## src/rtl/banyan_fabric.sv

```systemverilog
module banyan_fabric #(
  parameter int LOG2N   = 3,
  parameter int PW      = 8,
  parameter bit REG_OUT = 1'b1
) (
  input  logic                              clk,
  input  logic                              rst_n,
  input  logic [(1<<LOG2N)-1:0]             in_valid,
  input  logic [(1<<LOG2N)-1:0][LOG2N-1:0]  in_tag,
  input  logic [(1<<LOG2N)-1:0][PW-1:0]     in_data,
  output logic [(1<<LOG2N)-1:0]             out_valid,
  output logic [(1<<LOG2N)-1:0][PW-1:0]     out_data,
  output logic [(1<<LOG2N)-1:0]             drop
);
  localparam int N = 1 << LOG2N;
  localparam int H = N / 2;

  typedef struct packed {
    logic             v;
    logic [LOG2N-1:0] tag;
    logic [LOG2N-1:0] src;
    logic [PW-1:0]    data;
  } lane_t;

  lane_t             cur [N];
  lane_t             sh  [N];
  logic [N-1:0]      c_valid, c_drop;
  logic [N-1:0][PW-1:0] c_data;

  function automatic logic [LOG2N-1:0] rotl(input logic [LOG2N-1:0] x);
    return {x[LOG2N-2:0], x[LOG2N-1]};
  endfunction

  always_comb begin
    c_drop = '0;
    for (int p = 0; p < N; p++)
      cur[p] = '{v: in_valid[p], tag: in_tag[p], src: LOG2N'(p), data: in_data[p]};
    for (int s = 0; s < LOG2N; s++) begin
      for (int p = 0; p < N; p++) sh[rotl(LOG2N'(p))] = cur[p];
      for (int p = 0; p < N; p++) cur[p] = '0;
      for (int k = 0; k < H; k++) begin
        logic bu, bl;
        bu = sh[2*k].tag[LOG2N-1-s];
        bl = sh[2*k+1].tag[LOG2N-1-s];
        if (sh[2*k].v) cur[2*k + int'(bu)] = sh[2*k];
        if (sh[2*k+1].v) begin
          if (sh[2*k].v && bu == bl) c_drop[sh[2*k+1].src] = 1'b1;
          else cur[2*k + int'(bl)] = sh[2*k+1];
        end
      end
    end
    for (int p = 0; p < N; p++) begin
      c_valid[p] = cur[p].v;
      c_data[p]  = cur[p].data;
    end
  end

  generate
    if (REG_OUT) begin : g_reg
      always_ff @(posedge clk or negedge rst_n) begin
        if (!rst_n) begin
          out_valid <= '0;
          out_data  <= '0;
          drop      <= '0;
        end else begin
          out_valid <= c_valid;
          out_data  <= c_data;
          drop      <= c_drop;
        end
      end
    end else begin : g_comb
      assign out_valid = c_valid;
      assign out_data  = c_data;
      assign drop      = c_drop;
    end
  endgenerate
endmodule

```

## config.mk

```make
export PLATFORM = sky130hd
export DESIGN_NAME = banyan_fabric
export DESIGN_NICKNAME = d
export VERILOG_FILES = /design/src/rtl/banyan_fabric.sv
export SDC_FILE = /design/constraint.sdc
export NUM_CORES = 1
export LEC_CHECK = 0
export ABC_AREA = 1
export BUFFER_PORTS_ARGS = -buffer_cell sky130_fd_sc_hd__buf_2
export CORE_MARGIN = 2
export CORE_UTILIZATION = 45
export DETAILED_ROUTE_END_ITERATION = 8
export GPL_ROUTABILITY_DRIVEN = 0
export PLACE_DENSITY = 0.85
export REMOVE_ABC_BUFFERS = 1
export SYNTH_ARGS = -nofsm -noshare
export SYNTH_HDL_FRONTEND = slang
export SYNTH_SLANG_ARGS = --single-unit
```

## constraint.sdc

```tcl
create_clock -name clk -period 0.8 [get_ports clk]
set_input_delay 0 -clock clk [delete_from_list [all_inputs] [get_ports clk]]
set_output_delay 0 -clock clk [all_outputs]
set_load 0.05 [all_outputs]
```

==> metrics.cfg, run 1 <==
[synthesis]
synth_top_cell_area_share_pct = 34.4
synthMuxAreaShare_pct = 0
synth_xor_area_share_pct = 0.151
ys_top_cells_by_area = dfrtp_1, nand2_1, o21ai_0
avgSynthCellArea_um2 = 6.89
yosys.area_share.simple_pct = 35.2
ys_types = 40
synth_compound_area_share_pct = 19.6
yosysWarnings = 0
synth.largest_area_cell = dfrtp_1
syn_area_um2 = 5820
ys_seq_area_share_pct = 34.4
synth_top_family_by_area = simple AND/OR/NAND/NOR gates
ys_seq_elements = 80
synthAdderAreaFrac_pct = 0
netlist_instances = 845

[floorplanning]
io_pins = 178
rows = 41
initial_core_util_pct = 46.1
fp.dieH_um = 118
die_x_um = 118

[cts]
clock-sinks = 80
root_buffer = clkbuf_16
cts_htree_levels = 3
cts_inserted_buffers = 9
clock_path_buffers = 2

[global_route]
overflow = 43
grt_max_degree = 34
grtUsageTotal_pct = 72.9

[status]
haltStage = global routing (5_1_grt)
status = did not finish
stop_error = [ERROR GRT-0232] Routing congestion too high. Check the congestion heatmap in the GUI.

[timing]
crit_endpoint = out_data[7]$_DFF_PN0_/D
endpoint_type = sequential cell input

[placed_design]
portBuffers = 177
dpl.hpwl_um = 17000

Yosys cell counts:
library cell  number
o31ai_1            1
nand4_1            4
nor2_8             1
xnor2_1            1
a21oi_2            8
nor2_4             4
nand3_4            3
conb_1             1
nand2_8            2
a21oi_1           18
nand3_1           43
o22ai_1           15
nor2_2             3
a32o_1             1
inv_1            106
nand3b_1           3
nand2_4           16
or2_4              1
buf_2              2
a22o_1             3
nand2_1          263
a21oi_4            1
nand3_2           13
nor2_1            35
clkinv_4           1
o21a_1             1
inv_2             23
inv_6              2
o21ai_1           27
o21ai_2            5
nand2_2           26
a22oi_1           10
clkbuf_1           1
o21ai_0          107
o221ai_1           1
inv_4              2
o211ai_1           3
buf_6              7
dfrtp_1           80
or2_2              1
kinds of logic after synthesis:
| group | Yosys count |
|---|---|
| other | 1 |
| flip-flops | 80 |
| AND/OR/NAND/NOR | 418 |
| XOR/XNOR | 1 |
| AO/OA/AOI/OAI | 201 |
| buffers and inverters | 144 |
repair_timing:
action | in CTS
pin swaps | 96
cloned | 1
gates resized for setup | 578
hold endpoints to repair | 81
setup buffers | 40
setup endpoints to repair | 158
hold buffers | 4
per-stage QoR:
step | instance area (um2) | std cells | utilization (%) | worst slack, ns
4_1_cts | 10700 | 1385 | 84.5 | -0.267
3_5_place_dp | 7960 | 1326 | 63.1 | -0.807
3_3_place_gp | 7960 | 1326 | 63.1 | -0.749
2_1_floorplan | 5730 | 835 | - | -0.655
routing by layer:
| layer | overflow | global-route usage [%] |
|---|---|---|
| met3 | 0 | 54.6 |
| met1 | 0 | 72.6 |
| met5 | 0 | 26.5 |
| met4 | 23 | 74.8 |
| met2 | 20 | 90.6 |
==> run 2, diff against run 1 <==
--- a/config.mk
+++ b/config.mk
@@ -8,10 +8,10 @@
 export ABC_AREA = 1
 export BUFFER_PORTS_ARGS = -buffer_cell sky130_fd_sc_hd__buf_2
 export CORE_MARGIN = 2
-export CORE_UTILIZATION = 45
+export CORE_UTILIZATION = 30
 export DETAILED_ROUTE_END_ITERATION = 8
 export GPL_ROUTABILITY_DRIVEN = 0
-export PLACE_DENSITY = 0.85
+export PLACE_DENSITY_LB_ADDON = 0.15
 export REMOVE_ABC_BUFFERS = 1
 export SYNTH_ARGS = -nofsm -noshare
 export SYNTH_HDL_FRONTEND = slang
==> constraint.sdc (replaced) <==
create_clock -name clk -period 1 [get_ports clk]
set_input_delay 0 -clock clk [delete_from_list [all_inputs] [get_ports clk]]
set_output_delay 0 -clock clk [all_outputs]
set_load 0.05 [all_outputs]
==> run 2 against run 1 <==
  * The flow now finishes, with violations (negative setup slack)
  * Synthesized area unchanged
  * Synthesized cell count unchanged
==> metrics.cfg, run 2 <==
[status]
status = finished with violations
violations = negative setup slack

[synthesis]
yosysWarnings = 0
syn_area_um2 = 5820
synthArstFlopShare_pct = 100
synth.largest_area_cell = dfrtp_1
ys_top_cells_by_area = dfrtp_1, nand2_1, o21ai_0
netlist_instances = 845
yosys.area_share.simple_pct = 35.2
ys_types = 40
synth_top_family_by_area = simple AND/OR/NAND/NOR gates
ys_seq_area_share_pct = 34.4
synth.most_common_cell = nand2_1
yosys_most_used_dff = dfrtp_1
ys_seq_elements = 80
synth_enable_flop_cells = 0
synthAdderAreaFrac_pct = 0
synth_compound_area_share_pct = 19.6
synth_xor_area_share_pct = 0.151
synth_top_cell_area_share_pct = 34.4
synthMuxAreaShare_pct = 0
synth_common_cells = nand2_1, o21ai_0, inv_1
avgSynthCellArea_um2 = 6.89

[cts]
cts_tree = built
clk_pin_slew_ns = 0.08
clock-sinks = 80
root_buffer = clkbuf_16
cts_htree_levels = 3
clock_path_buffers = 2
cts_inserted_buffers = 9

[critical_path]
critPathMostFrequentCell = nand2_4
path_cells = buf_8, nand2_4, buf_6, or2_4, nand2_8, nor2_8, nand2_2, nand2_4, a21oi_4, buf_4, or2_2
cp.arrival_ns = 1.35
crit_path_max_incr_delay_ns = 0.28
cp-start-kind = input pin
critPathCaptureType = flop
crit_slowest_cell = or2_2
crit_fanout = 4
worstSetupPathType = in -> reg
crit_required_ns = 1.25

[timing]
finalHoldViolations = 0
finalSetupViolCount = 30
finalCriticalPeriod_ns = 1.10
timing.fmax_ghz = 0.907
period_share_pct = 110
rsz0062_at_grt = yes
holdWs_ns = 0.0146
fin_ws_ns = -0.102
maxSlewViolCount = 0

[global_route]
antenna_found_initial = 0
first_global_vias = 6795
grt_first_pass_wirelength_um = 36100
grtUsageTotal_pct = 23.2
overflow = 0
grt_max_degree = 81

[power_and_ir_drop]
cellPowerDensity_nw_per_um2 = 1320
p_leak_nw = 5.15
vdd_drop_max_v = 0.000722

[placed_design]
placed_cell_area_um2 = 8180
portBuffers = 177
place_inst = 1430
dpl.hpwl_um = 19100

[cells_and_area]
drive_gt1_share_pct = 56.6
regMostFlops = out_data
final_nets = 1316
fill_cells = 1830
syn_to_final_growth_pct = 75.6
reg_top3 = out_data (64), drop (8), out_valid (8)
finalInstanceArea_um2 = 10200
diodes = 0
fin_cells = 1483
fin_util_pct = 54.1
largest_register_ffs = 64
layout_commonest_cell = nand2_1
final_cell_mix = nand2_1, buf_4, buf_2, inv_1, dfrtp_1

[floorplanning]
fp.dieH_um = 143
rows = 50
initial_core_util_pct = 30.8
io_pins = 178
die-area_um2 = 20500
core-area_um2 = 18900
die_x_um = 143

[routing]
wirelength_um = 24600
vias_per_cell = 4.84
first_pass_iters = 5
drc = 0
wire_per_inst_um = 16.6
vias = 7174
antenna_left = 0
dr.first_iter.drc_count = 490

[hold_path]
holdCritPathClass = in -> reg

[job]
drv_cap = 0

run 2: cell counts after synthesis:
No cell type changed its count.
run 2: logic make-up after synthesis:
family	Yosys count
AOI/OAI and AO/OA	201
xor gates and xnor gates	1
buffers and inverters	144
and+or+nand+nor	418
other	1
DFF	80
run 2: where the power goes:
group          switching (mW)  internal, mW
Clock                    1.46          2.21
Combinational            4.03          2.13
Sequential              0.110          3.59
run 2: final cells by class:
| class | instances | area [um2] | share of cell area (%) |
|---|---|---|---|
| clock inverter | 6 | 92.6 | 0.906 |
| sequential | 80 | 2000 | 19.6 |
| timing repair buffer | 371 | 2660 | 26.0 |
| tap | 260 | 325 | 3.18 |
| inverter | 134 | 587 | 5.74 |
| multi-input combinational | 622 | 4320 | 42.3 |
| clock buffer | 10 | 229 | 2.24 |
run 2: path summary, 6_finish.rpt:
kind	start	end	slack (ns)	cells after the start
worst max-delay path	in_valid[1]	out_valid[4]	-0.10	11
worst min-delay path	in_valid[2]	drop[2]	0.01	3
max in group asynchronous	rst_n	out_data[59]	0.41	3
min in group asynchronous	rst_n	out_valid[0]	0.19	3
run 2: layer usage:
layer | track usage (%) | routed length, um | vias to the layer above
met4 | 5.88 | 556 | 0
met2 | 38.0 | 11500 | 261
met1 | 32.3 | 11200 | 3388
met5 | 0 | 0 | -
li1 | - | - | 3489
met3 | 3.25 | 1340 | 36
run 2: what timing repair did:
item	in CTS	in global routing
pin swaps	43	75
hold buffers	3	0
hold endpoints to repair	81	0
resized for setup	200	239
setup buffers	15	18
setup endpoints to repair	75	77
cloned	1	1
run 2: metrics by stage:
stage | power, mW | TNS (ns) | worst slack, ns
3_5_place_dp | 8.72 | -38.48 | -0.704
6_report | 13.5 | -1.31 | -0.102
4_1_cts | 12.9 | -0.791 | -0.0779
3_3_place_gp | 8.74 | -39.64 | -0.799
2_1_floorplan | 6.68 | -17.24 | -0.455
5_1_grt | 14.1 | -5.46 | -0.171
run 2: worst max-delay path: cells and delay by family:
kind            cells  cell delay, ns
buf+inv             3            0.37
simple gates        7            0.91
compound gates      1            0.06
Note: power is estimated with default switching activity, not from simulation.
